$ cat config.mk
export PLATFORM = sky130hd
export DESIGN_NAME = sercom_regbank
export DESIGN_NICKNAME = d
export VERILOG_FILES = /design/src/rtl/sercom_pkg.sv /design/src/rtl/sercom_fifo.sv /design/src/rtl/sercom_ctrl.sv /design/src/rtl/sercom_lines.sv /design/src/rtl/sercom_regbank.sv
export SDC_FILE = /design/constraint.sdc
export NUM_CORES = 1
export LEC_CHECK = 0
export BUFFER_PORTS_ARGS = -buffer_cell sky130_fd_sc_hd__buf_2
export CORE_ASPECT_RATIO = 1.25
export CORE_MARGIN = 2
export CORE_UTILIZATION = 55
export CTS_CLUSTER_SIZE = 12
export DETAILED_ROUTE_END_ITERATION = 10
export GPL_TIMING_DRIVEN = 0
export HOLD_SLACK_MARGIN = 0.08
export PLACE_DENSITY_LB_ADDON = 0.08
export REMOVE_ABC_BUFFERS = 1
export SLEW_MARGIN = 10
export SYNTH_ARGS = -nofsm -noshare
export SYNTH_HDL_FRONTEND = slang
export SYNTH_SLANG_ARGS = --single-unit
$ cat constraint.sdc
create_clock -name clk -period 9.5 [get_ports clk]
set_input_delay 2.85 -clock clk [delete_from_list [all_inputs] [get_ports clk]]
set_output_delay 2.85 -clock clk [all_outputs]
set_load 0.01 [all_outputs]
$ cat src/rtl/sercom_pkg.sv
package sercom_pkg;

  // Decoded register target after bank selection
  typedef enum logic [3:0] {
    RS_DATA, RS_DLL, RS_DLM, RS_IER, RS_IIR_FCR, RS_EFR,
    RS_LCR, RS_MCR, RS_LSR, RS_MSR, RS_SCR, RS_HIDDEN
  } regsel_t;

  localparam logic [7:0] EFR_KEY = 8'hBF;

  // Offset plus current line control selects the target register
  function automatic regsel_t decode_sel(input logic [2:0] ofs, input logic [7:0] lcr);
    logic div_bank;
    logic efr_bank;
    regsel_t s;
    div_bank = lcr[7];
    efr_bank = (lcr == EFR_KEY);
    case (ofs)
      3'd0:    s = div_bank ? RS_DLL : RS_DATA;
      3'd1:    s = div_bank ? RS_DLM : RS_IER;
      3'd2:    s = efr_bank ? RS_EFR : RS_IIR_FCR;
      3'd3:    s = RS_LCR;
      3'd4:    s = RS_MCR;
      3'd5:    s = RS_LSR;
      3'd6:    s = RS_MSR;
      default: s = efr_bank ? RS_HIDDEN : RS_SCR;
    endcase
    return s;
  endfunction

  // Receive threshold for a given capacity and trigger code
  function automatic logic [7:0] rx_threshold(input logic [7:0] cap, input logic [1:0] code);
    logic [7:0] t;
    case (code)
      2'd0:    t = 8'd1;
      2'd1:    t = cap >> 2;
      2'd2:    t = cap >> 1;
      default: t = cap - (cap >> 3);
    endcase
    return t;
  endfunction

endpackage

$ cat src/rtl/sercom_fifo.sv
module sercom_fifo #(
  parameter int WIDTH = 8,
  parameter int DEPTH = 64,
  localparam int AW = $clog2(DEPTH),
  localparam int CW = $clog2(DEPTH + 1)
) (
  input  logic             clk,
  input  logic             rst,
  input  logic             clear,
  input  logic             push,
  input  logic             pop,
  input  logic [WIDTH-1:0] wdata,
  output logic [WIDTH-1:0] head,
  output logic [CW-1:0]    level
);

  logic [WIDTH-1:0] mem [DEPTH];
  logic [AW-1:0]    wr_ptr, rd_ptr;
  logic [CW-1:0]    cnt;
  logic             do_push, do_pop;

  assign do_push = push && (cnt != CW'(DEPTH));
  assign do_pop  = pop && (cnt != '0);

  // storage without reset so it can map to RAM
  always_ff @(posedge clk) begin
    if (do_push && !clear) mem[wr_ptr] <= wdata;
  end

  always_ff @(posedge clk) begin
    if (rst || clear) begin
      wr_ptr <= '0;
      rd_ptr <= '0;
      cnt    <= '0;
    end else begin
      if (do_push) wr_ptr <= (wr_ptr == AW'(DEPTH - 1)) ? '0 : wr_ptr + 1'b1;
      if (do_pop)  rd_ptr <= (rd_ptr == AW'(DEPTH - 1)) ? '0 : rd_ptr + 1'b1;
      case ({do_push, do_pop})
        2'b10:   cnt <= cnt + 1'b1;
        2'b01:   cnt <= cnt - 1'b1;
        default: cnt <= cnt;
      endcase
    end
  end

  assign head  = mem[rd_ptr];
  assign level = cnt;

endmodule

$ cat src/rtl/sercom_ctrl.sv
module sercom_ctrl
  import sercom_pkg::*;
(
  input  logic       clk,
  input  logic       rst,
  input  logic       wr_en,
  input  regsel_t    sel,
  input  logic [7:0] wdata,
  output logic [7:0] lcr_q,
  output logic [5:0] mcr_q,
  output logic [3:0] ier_q,
  output logic [7:0] dll_q,
  output logic [7:0] dlm_q,
  output logic [7:0] efr_q,
  output logic [7:0] scr_q,
  output logic       fifo_on,
  output logic       deep_on,
  output logic [1:0] trig_code,
  output logic       tx_push,
  output logic       rx_flush,
  output logic       tx_flush
);

  logic fcr_wr;
  assign fcr_wr   = wr_en && (sel == RS_IIR_FCR);
  assign tx_push  = wr_en && (sel == RS_DATA);
  assign rx_flush = fcr_wr && wdata[1];
  assign tx_flush = fcr_wr && wdata[2];

  always_ff @(posedge clk) begin
    if (rst) begin
      lcr_q     <= '0;
      mcr_q     <= '0;
      ier_q     <= '0;
      dll_q     <= '0;
      dlm_q     <= '0;
      efr_q     <= '0;
      scr_q     <= '0;
      fifo_on   <= 1'b0;
      deep_on   <= 1'b0;
      trig_code <= '0;
    end else if (wr_en) begin
      case (sel)
        RS_DLL: dll_q <= wdata;
        RS_DLM: dlm_q <= wdata;
        RS_IER: ier_q <= wdata[3:0];
        RS_IIR_FCR: begin
          fifo_on   <= wdata[0];
          trig_code <= wdata[7:6];
          if (lcr_q[7]) deep_on <= wdata[5];
        end
        RS_EFR: efr_q <= wdata;
        RS_LCR: lcr_q <= wdata;
        RS_MCR: mcr_q <= wdata[5:0];
        RS_SCR: scr_q <= wdata;
        default: ;
      endcase
    end
  end

endmodule

$ cat src/rtl/sercom_lines.sv
module sercom_lines (
  input  logic       clk,
  input  logic       rst,
  input  logic       dtr_bit,
  input  logic       rts_bit,
  input  logic       irq_gate,
  input  logic       auto_bit,
  input  logic [1:0] efr_auto,
  input  logic       cts_in,
  input  logic       rx_hit,
  input  logic       irq_hit,
  input  logic       tx_nonempty,
  input  logic       msr_rd,
  output logic       dtr_out,
  output logic       rts_out,
  output logic       irq_out,
  output logic       cts_q,
  output logic       dcts_q,
  output logic       tx_valid
);

  logic auto_rts, auto_cts;
  assign auto_rts = auto_bit | efr_auto[0];
  assign auto_cts = auto_bit | efr_auto[1];

  always_ff @(posedge clk) begin
    if (rst) begin
      dtr_out <= 1'b0;
      rts_out <= 1'b0;
      irq_out <= 1'b0;
      cts_q   <= 1'b0;
      dcts_q  <= 1'b0;
    end else begin
      dtr_out <= dtr_bit;
      rts_out <= rts_bit && !(auto_rts && rx_hit);
      irq_out <= irq_gate && irq_hit;
      cts_q   <= cts_in;
      if (cts_in != cts_q) dcts_q <= 1'b1;
      else if (msr_rd)     dcts_q <= 1'b0;
    end
  end

  assign tx_valid = tx_nonempty && (!auto_cts || cts_q);

endmodule

$ cat src/rtl/sercom_regbank.sv
module sercom_regbank
  import sercom_pkg::*;
#(
  parameter int DEPTH = 64
) (
  input  logic        clk,
  input  logic        rst,
  input  logic        host_en,
  input  logic        host_we,
  input  logic [2:0]  host_addr,
  input  logic [7:0]  host_wdata,
  output logic [7:0]  host_rdata,
  input  logic        rx_valid,
  input  logic [7:0]  rx_byte,
  output logic        tx_valid,
  output logic [7:0]  tx_byte,
  input  logic        tx_ready,
  input  logic        cts_in,
  output logic        rts_out,
  output logic        dtr_out,
  output logic        irq_out,
  output logic [15:0] divisor,
  output logic [6:0]  frame_cfg
);

  localparam int CW = $clog2(DEPTH + 1);
  localparam logic [7:0] CAP_DEEP    = 8'(DEPTH);
  localparam logic [7:0] CAP_SHALLOW = 8'(DEPTH / 4);

  regsel_t    sel;
  logic       wr, rd;
  logic [7:0] lcr_q, dll_q, dlm_q, efr_q, scr_q;
  logic [5:0] mcr_q;
  logic [3:0] ier_q;
  logic       fifo_on, deep_on;
  logic [1:0] trig_code;
  logic       ctrl_tx_push, rx_flush, tx_flush;
  logic [7:0] cap8, thr8;
  logic [CW-1:0] cap, thr;
  logic [CW-1:0] rx_level, tx_level;
  logic [7:0] rx_head;
  logic       rx_push, rx_pop, tx_push, tx_pop, overrun_evt;
  logic       rx_hit, irq_pend, oe_q;
  logic       lsr_rd, msr_rd, cts_q, dcts_q;
  logic [7:0] lsr_val, iir_val, msr_val;

  assign sel = decode_sel(host_addr, lcr_q);
  assign wr  = host_en && host_we;
  assign rd  = host_en && !host_we;

  sercom_ctrl u_ctrl (
    .clk(clk), .rst(rst), .wr_en(wr), .sel(sel), .wdata(host_wdata),
    .lcr_q(lcr_q), .mcr_q(mcr_q), .ier_q(ier_q), .dll_q(dll_q), .dlm_q(dlm_q),
    .efr_q(efr_q), .scr_q(scr_q), .fifo_on(fifo_on), .deep_on(deep_on),
    .trig_code(trig_code), .tx_push(ctrl_tx_push), .rx_flush(rx_flush),
    .tx_flush(tx_flush)
  );

  // queue capacity and receive threshold follow the FIFO control settings
  assign cap8 = fifo_on ? (deep_on ? CAP_DEEP : CAP_SHALLOW) : 8'd1;
  assign thr8 = fifo_on ? rx_threshold(cap8, trig_code) : 8'd1;
  assign cap  = CW'(cap8);
  assign thr  = CW'(thr8);

  assign rx_push     = rx_valid && (rx_level < cap);
  assign overrun_evt = rx_valid && (rx_level >= cap);
  assign rx_pop      = rd && (sel == RS_DATA);
  assign tx_push     = ctrl_tx_push && (tx_level < cap);
  assign tx_pop      = tx_valid && tx_ready;
  assign lsr_rd      = rd && (sel == RS_LSR);
  assign msr_rd      = rd && (sel == RS_MSR);

  sercom_fifo #(.WIDTH(8), .DEPTH(DEPTH)) u_rxq (
    .clk(clk), .rst(rst), .clear(rx_flush), .push(rx_push), .pop(rx_pop),
    .wdata(rx_byte), .head(rx_head), .level(rx_level)
  );

  sercom_fifo #(.WIDTH(8), .DEPTH(DEPTH)) u_txq (
    .clk(clk), .rst(rst), .clear(tx_flush), .push(tx_push), .pop(tx_pop),
    .wdata(host_wdata), .head(tx_byte), .level(tx_level)
  );

  assign rx_hit   = (rx_level >= thr);
  assign irq_pend = ier_q[0] && rx_hit;

  sercom_lines u_lines (
    .clk(clk), .rst(rst), .dtr_bit(mcr_q[0]), .rts_bit(mcr_q[1]),
    .irq_gate(mcr_q[3]), .auto_bit(mcr_q[5]), .efr_auto(efr_q[7:6]),
    .cts_in(cts_in), .rx_hit(rx_hit), .irq_hit(irq_pend),
    .tx_nonempty(tx_level != '0), .msr_rd(msr_rd), .dtr_out(dtr_out),
    .rts_out(rts_out), .irq_out(irq_out), .cts_q(cts_q), .dcts_q(dcts_q),
    .tx_valid(tx_valid)
  );

  // overrun flag: a new event wins over a clearing read
  always_ff @(posedge clk) begin
    if (rst)              oe_q <= 1'b0;
    else if (overrun_evt) oe_q <= 1'b1;
    else if (lsr_rd)      oe_q <= 1'b0;
  end

  assign lsr_val = {1'b0, tx_level == '0, tx_level < cap, 3'b000, oe_q, rx_level != '0};
  assign iir_val = {fifo_on, fifo_on, fifo_on && deep_on, 1'b0, irq_pend ? 4'h4 : 4'h1};
  assign msr_val = {3'b000, cts_q, 3'b000, dcts_q};

  always_ff @(posedge clk) begin
    if (rst) begin
      host_rdata <= '0;
    end else if (rd) begin
      case (sel)
        RS_DATA:    host_rdata <= (rx_level != '0) ? rx_head : 8'h00;
        RS_DLL:     host_rdata <= dll_q;
        RS_DLM:     host_rdata <= dlm_q;
        RS_IER:     host_rdata <= {4'h0, ier_q};
        RS_IIR_FCR: host_rdata <= iir_val;
        RS_EFR:     host_rdata <= efr_q;
        RS_LCR:     host_rdata <= lcr_q;
        RS_MCR:     host_rdata <= {2'b00, mcr_q};
        RS_LSR:     host_rdata <= lsr_val;
        RS_MSR:     host_rdata <= msr_val;
        RS_SCR:     host_rdata <= scr_q;
        default:    host_rdata <= 8'h00;
      endcase
    end
  end

  assign divisor   = {dlm_q, dll_q};
  assign frame_cfg = lcr_q[6:0];

endmodule

# After elaboration in Yosys (flattened, before gate mapping)
# Memory sizes are Yosys's and may differ from the RTL's. A register that Yosys moved wholly into a read port is not among the register bits.
# Index checks and enable logic that the tools add are counted.
# W data, S select, Z words.
# word_totals
reg_bits	106
ramBits	1024
inputBits	26
output_inout_bits	43
elab_cells	152
mem_count	2
# mem_list
name	depth	width	rd	rd_clocked_by_memory_dff	wr	line_no	text
u_rxq.mem	64	8	1	1	1	sercom_fifo.sv:17	logic [WIDTH-1:0] mem [DEPTH];
u_txq.mem	64	8	1	1	1	sercom_fifo.sv:17	
# op_classes
addsub	9
order_cmp	4
n_eq_ne	30
muxes	30
bitwise_logic	2
reduce_logical	52
# op_table
op	count
$pmux W8 S11	1
$mux W6	8
$pmux W4 S7	1
$pmux W7 S2	2
$logic_and A1 B1 Y1	25
$add A6 B1 Y6 const B	4
$eq A6 B6 Y1 const B	4
$mux W7	3
$pmux W7 S3	1
$eq A4 B3 Y1 const B	4
$reduce_and A2 Y1	8
$add A7 B1 Y7 const B	2
$ge A7 B7 Y1	2
$lt A7 B7 Y1	2
$ne A7 B7 Y1 const B	2
$reduce_bool A7 Y1	2
$sub A7 B1 Y7 const B	2
$eq A4 B4 Y1 const B	3
$mux W1	12
$eq A3 B3 Y1 const B	3
$eq A4 B2 Y1 const B	2
$eq A8 B8 Y1 const B	1
$mux W8	1
$reduce_bool A2 Y1	4
16 further kinds	28

# Longest topological paths before layout
# depth
ltp_word	10
ltp_mapped	19
mapped_depth_nobuf	18

# Modules after synthesis
# Synthesis repeated with hierarchy kept, for this count alone.
# hier_totals
cells_unflattened	2671
area_unflattened_um2	46545.9
# modules_own_cells
module	instances	cells_each	area_each_um2	seq_area_each_um2
sercom_fifo at u_txq	1	1110	21413.0	15875.2
sercom_fifo at u_rxq	1	1126	21331.7	15875.2
sercom_ctrl	1	217	2180.8	1081.0
sercom_regbank	1	202	1455.1	180.2
sercom_lines	1	16	165.2	100.1

# Worst setup path before layout
# No wires, ideal clock.
# synth_timing
path_kind	input to register
startpoint	input port host_addr[2]
endpoint	register u_rxq.cnt[6], in the netlist u_rxq.level[6]
setup_time_ns	0.135
arrival_ns	5.729
required_ns	9.365
setup_slack_ns	3.636
cell_stages	14
path_buffers	1
path_cell_list	clkbuf_1 -> nor4_1 -> o21ai_0 -> nor2_1 -> ha_1 -> inv_1 -> fa_1 -> nor2b_1 -> o21ai_0 -> a21oi_1 -> o21ai_0 -> and3_1 -> o311ai_0 -> o41ai_1
# synth_via
elab_chain_cells	7
word_cells_on_any_way	19
cone_classes	9 x eq/ne; 2 x mux; 8 x reduce/logical
# synth_lines
item	line_no	text
start, declared	sercom_regbank.sv:10	input logic [2:0] host_addr,
$eq A3 B3 Y1, or another cell as far along	sercom_pkg.sv:18	case (ofs)
$pmux W4 S7 *	sercom_pkg.sv:18	
$logic_not A4 Y1	sercom_regbank.sv:67	assign rx_pop = rd && (sel == RS_DATA);
$logic_and A1 B1 Y1	sercom_regbank.sv:67	
$logic_and A1 B1 Y1	sercom_fifo.sv:23	assign do_pop = pop && (cnt != '0);
$eq A2 B1 Y1 / $eq A2 B2 Y1 (equally long branches)	sercom_fifo.sv:38	case ({do_push, do_pop})
$pmux W7 S2 / $reduce_bool A2 Y1 (equally long branches)	--	
end signal, assigned	sercom_fifo.sv:39	2'b10: cnt <= cnt + 1'b1;
end signal, assigned	sercom_fifo.sv:40	2'b01: cnt <= cnt - 1'b1;
end signal, assigned	sercom_fifo.sv:41	default: cnt <= cnt;
end, declared	sercom_fifo.sv:19	logic [CW-1:0] cnt;
# Every way passes the cells marked *; elsewhere a longest branch is shown, timed or not.
# A chain may end at the register's enable or synchronous reset.

==> impl_metrics.ini <==
[sta]
post-route-period-util = 0.703
timing.fmax_mhz = 150
grt_setup_unrepaired = false
finalSetupViolations = 0
slew_violations = 0
max_slew_margin = 0.0936
worstMarginPinSlew_ns = 1.35
hold_violations = 0
setup_ws_ns = 2.82
period_needed_ns = 6.68
finalClockSkew_ns = 0.0223

[cts]
cts_tree = yes
cts_buffer_depth = 3
clk_latency_ns = 0.67
cts_buffers = 111
post_cts_resized = 0
clk_pin_slew_ns = 0.06
post_cts_buffers = 0
postCtsHoldBufs = 0
cts.sinks = 1142
htree_levels = 3
root_buffer = clkbuf_16

[place]
dpl.hpwl_um = 68300
dpl-instance-area_um2 = 47000
place_ws_ns = 2.60
portBuffers = 68
gp_congestion = 0.848
dp.cells = 3488

[routing]
drc = 0
postRouteWirelength_um = 107000
avgRoutedWirePerCell_um = 29.2
first_iter_violations = 2398
viasPerCell = 6.35
detail-route-antenna-nets = 0
via_count = 23300
drtPass1Iterations = 5

[worst_setup_path]
path_delay_family = multiplexers
slowest_delay_ns = 0.65
end_kind = output pin
critical_path_peak_fanout = 33
crit_type = reg -> out
cp_slowest_cell = dfxtp_4
cp.arrival_ns = 3.83
r2r-end = u_rxq.mem[35][3]
path_depth = 6
cp_common_cell = mux4_2
critPathLaunchType = flop
worstSetupEndpoint = tx_byte[3]
reg2reg_from = u_ctrl.fifo_on
critPathBufInv = 3
crit_chain = buf_16 > buf_16 > mux4_2 > mux4_2 > mux4_2 > buf_2
reg2reg_depth = 11
r2r_slack_ns = 4.31
cp.required_ns = 6.65

[logic_synthesis]
synthCells = 2471
synth.yosys.seq_area_share = 0.727
ys_types = 64
async_reset_ff_frac = 0
synth_warnings = 0
synth.area.top_cells = edfxtp_1, mux4_2, dfxtp_1
synth_top_area_frac = 0.675
synth_area_um2 = 45500
synth.avg_cell_area_um2 = 18.4
synth_edf_count = 1024
synth_ff_type = edfxtp_1
synth_area_leader_cell = edfxtp_1
synth-seq-cells = 1142

[pwr]
p_leak_nw = 15.2
finalPower_mw = 9.99
p_per_area_nw_per_um2 = 199
peakVddDrop_uv = 171

[cells_and_area]
area_growth_pct = 10.3
mostFrequentLayoutCells = edfxtp_1, mux4_2, nor2_1
final_cell_area_um2 = 50200
drive_gt1_frac = 0.196
layout_commonest_cell = edfxtp_1
n_fill_cell = 5807
final_cells = 3670
fin_nets = 2587

[global_route]
grt_overflow = 0
grtUsageTotal = 0.255
grt_pass1_vias = 23700
grt_max_degree = 75
antenna_found_initial = 7
grt_pass1_wl_um = 158000

[floorplanning]
die_x_um = 261
ios = 69
start_util = 0.557
dieArea_um2 = 85100
core_area_um2 = 81700
die_h_um = 326
rows = 117

[flow_run]
maxCapViolations = 0

[run_status]
run_status = finished, final reports clean

[min_path]
hp-class = reg -> reg
[metal layers]
metal / vias up / share of wire / wire length [µm] / track usage
met4: 8 / 0.034 / 3680 / 0.0861
li1: 10000 / - / - / -
met1: 12200 / 0.39 / 41400 / 0.339
met2: 882 / 0.51 / 54700 / 0.428
met3: 213 / 0.067 / 7130 / 0.0451
met5: - / 0.00053 / 57 / 0
[worst min-delay path by stage]
stage               slack, ns               to  depth (start not counted)       startpoint
global route             0.47  u_ctrl.scr_q[7]                          2  u_ctrl.scr_q[7]
CTS                      0.46  u_ctrl.scr_q[7]                          2  u_ctrl.scr_q[7]
detailed placement       0.45  u_ctrl.scr_q[7]                          2  u_ctrl.scr_q[7]
floorplan                0.43  u_ctrl.scr_q[5]                          2  u_ctrl.scr_q[5]
global placement         0.44  u_ctrl.scr_q[6]                          2  u_ctrl.scr_q[6]
finish                   0.46  u_ctrl.scr_q[1]                          2  u_ctrl.scr_q[1]
[logic make-up (layout without fill, tap and decap cells)]
family | after synthesis | after routing | share of synthesized area
other cells | 0 | 1 | 0
fa+ha+maj | 31 | 31 | 0.00885
buf+inv | 158 | 285 | 0.0159
compound gates | 219 | 219 | 0.0312
simple gates | 494 | 494 | 0.0496
xor+xnor | 24 | 24 | 0.00462
flops | 1142 | 1142 | 0.727
mux | 403 | 403 | 0.163
[sequential cells by signal (all words and copies together), names as in the netlist, 8 cells and up, named ones only]
name / cells
u_rxq.mem: 512
u_ctrl.scr_q: 8
u_ctrl.efr_q: 8
u_ctrl.dll_q: 8
u_txq.mem: 512
u_ctrl.lcr_q: 8
u_ctrl.dlm_q: 8
host_rdata: 8
[cell usage after synthesis (all sizes together), types with 18 or more instances]
library cell and count:
a21oi 85, a22oi 35, buf 68, clkbuf 69, dfxtp 118, edfxtp 1024, ha 29, inv 21
mux2i 132, mux4 269, nand2 110, nand3 67, nor2 219, nor2b 22, o21ai 32, xor2 18
[through the flow]
| step | utilization | hold WS, ns | setup TNS [ns] |
|---|---|---|---|
| 2_1_floorplan | - | 0.430 | -2.11 |
| 3_3_place_gp | 0.570 | 0.445 | -23.09 |
| 3_5_place_dp | 0.575 | 0.448 | 0 |
| 4_1_cts | 0.614 | 0.456 | 0 |
| 5_1_grt | 0.614 | 0.468 | 0 |
| 6_report | 0.614 | 0.457 | 0 |
[cell type report]
cell class | count | area, µm² | share of cell area
flip-flops and latches | 1142 | 33100 | 0.660
multi-input cells | 1171 | 11700 | 0.233
clock buffers | 162 | 3080 | 0.0614
well taps | 1071 | 1340 | 0.0267
repair buffers | 83 | 724 | 0.0144
clock inverters | 19 | 121 | 0.00242
inverters | 21 | 78.8 | 0.00157
diodes | 1 | 2.50 | 0.0000499
[tightest hold or removal path, stage by stage, from the launching register on]
cell     delay (ns)
dfxtp_1        0.31
nand2_1        0.05
a21oi_1        0.05
[report_power, final]
group / internal (mW) / leakage, nW / switching (mW)
combinational: 0.161 / 3.51 / 0.289
clock: 2.22 / 1.56 / 1.78
sequential: 5.50 / 10.2 / 0.0305
No activity file was read; power rests on OpenSTA's default activity.
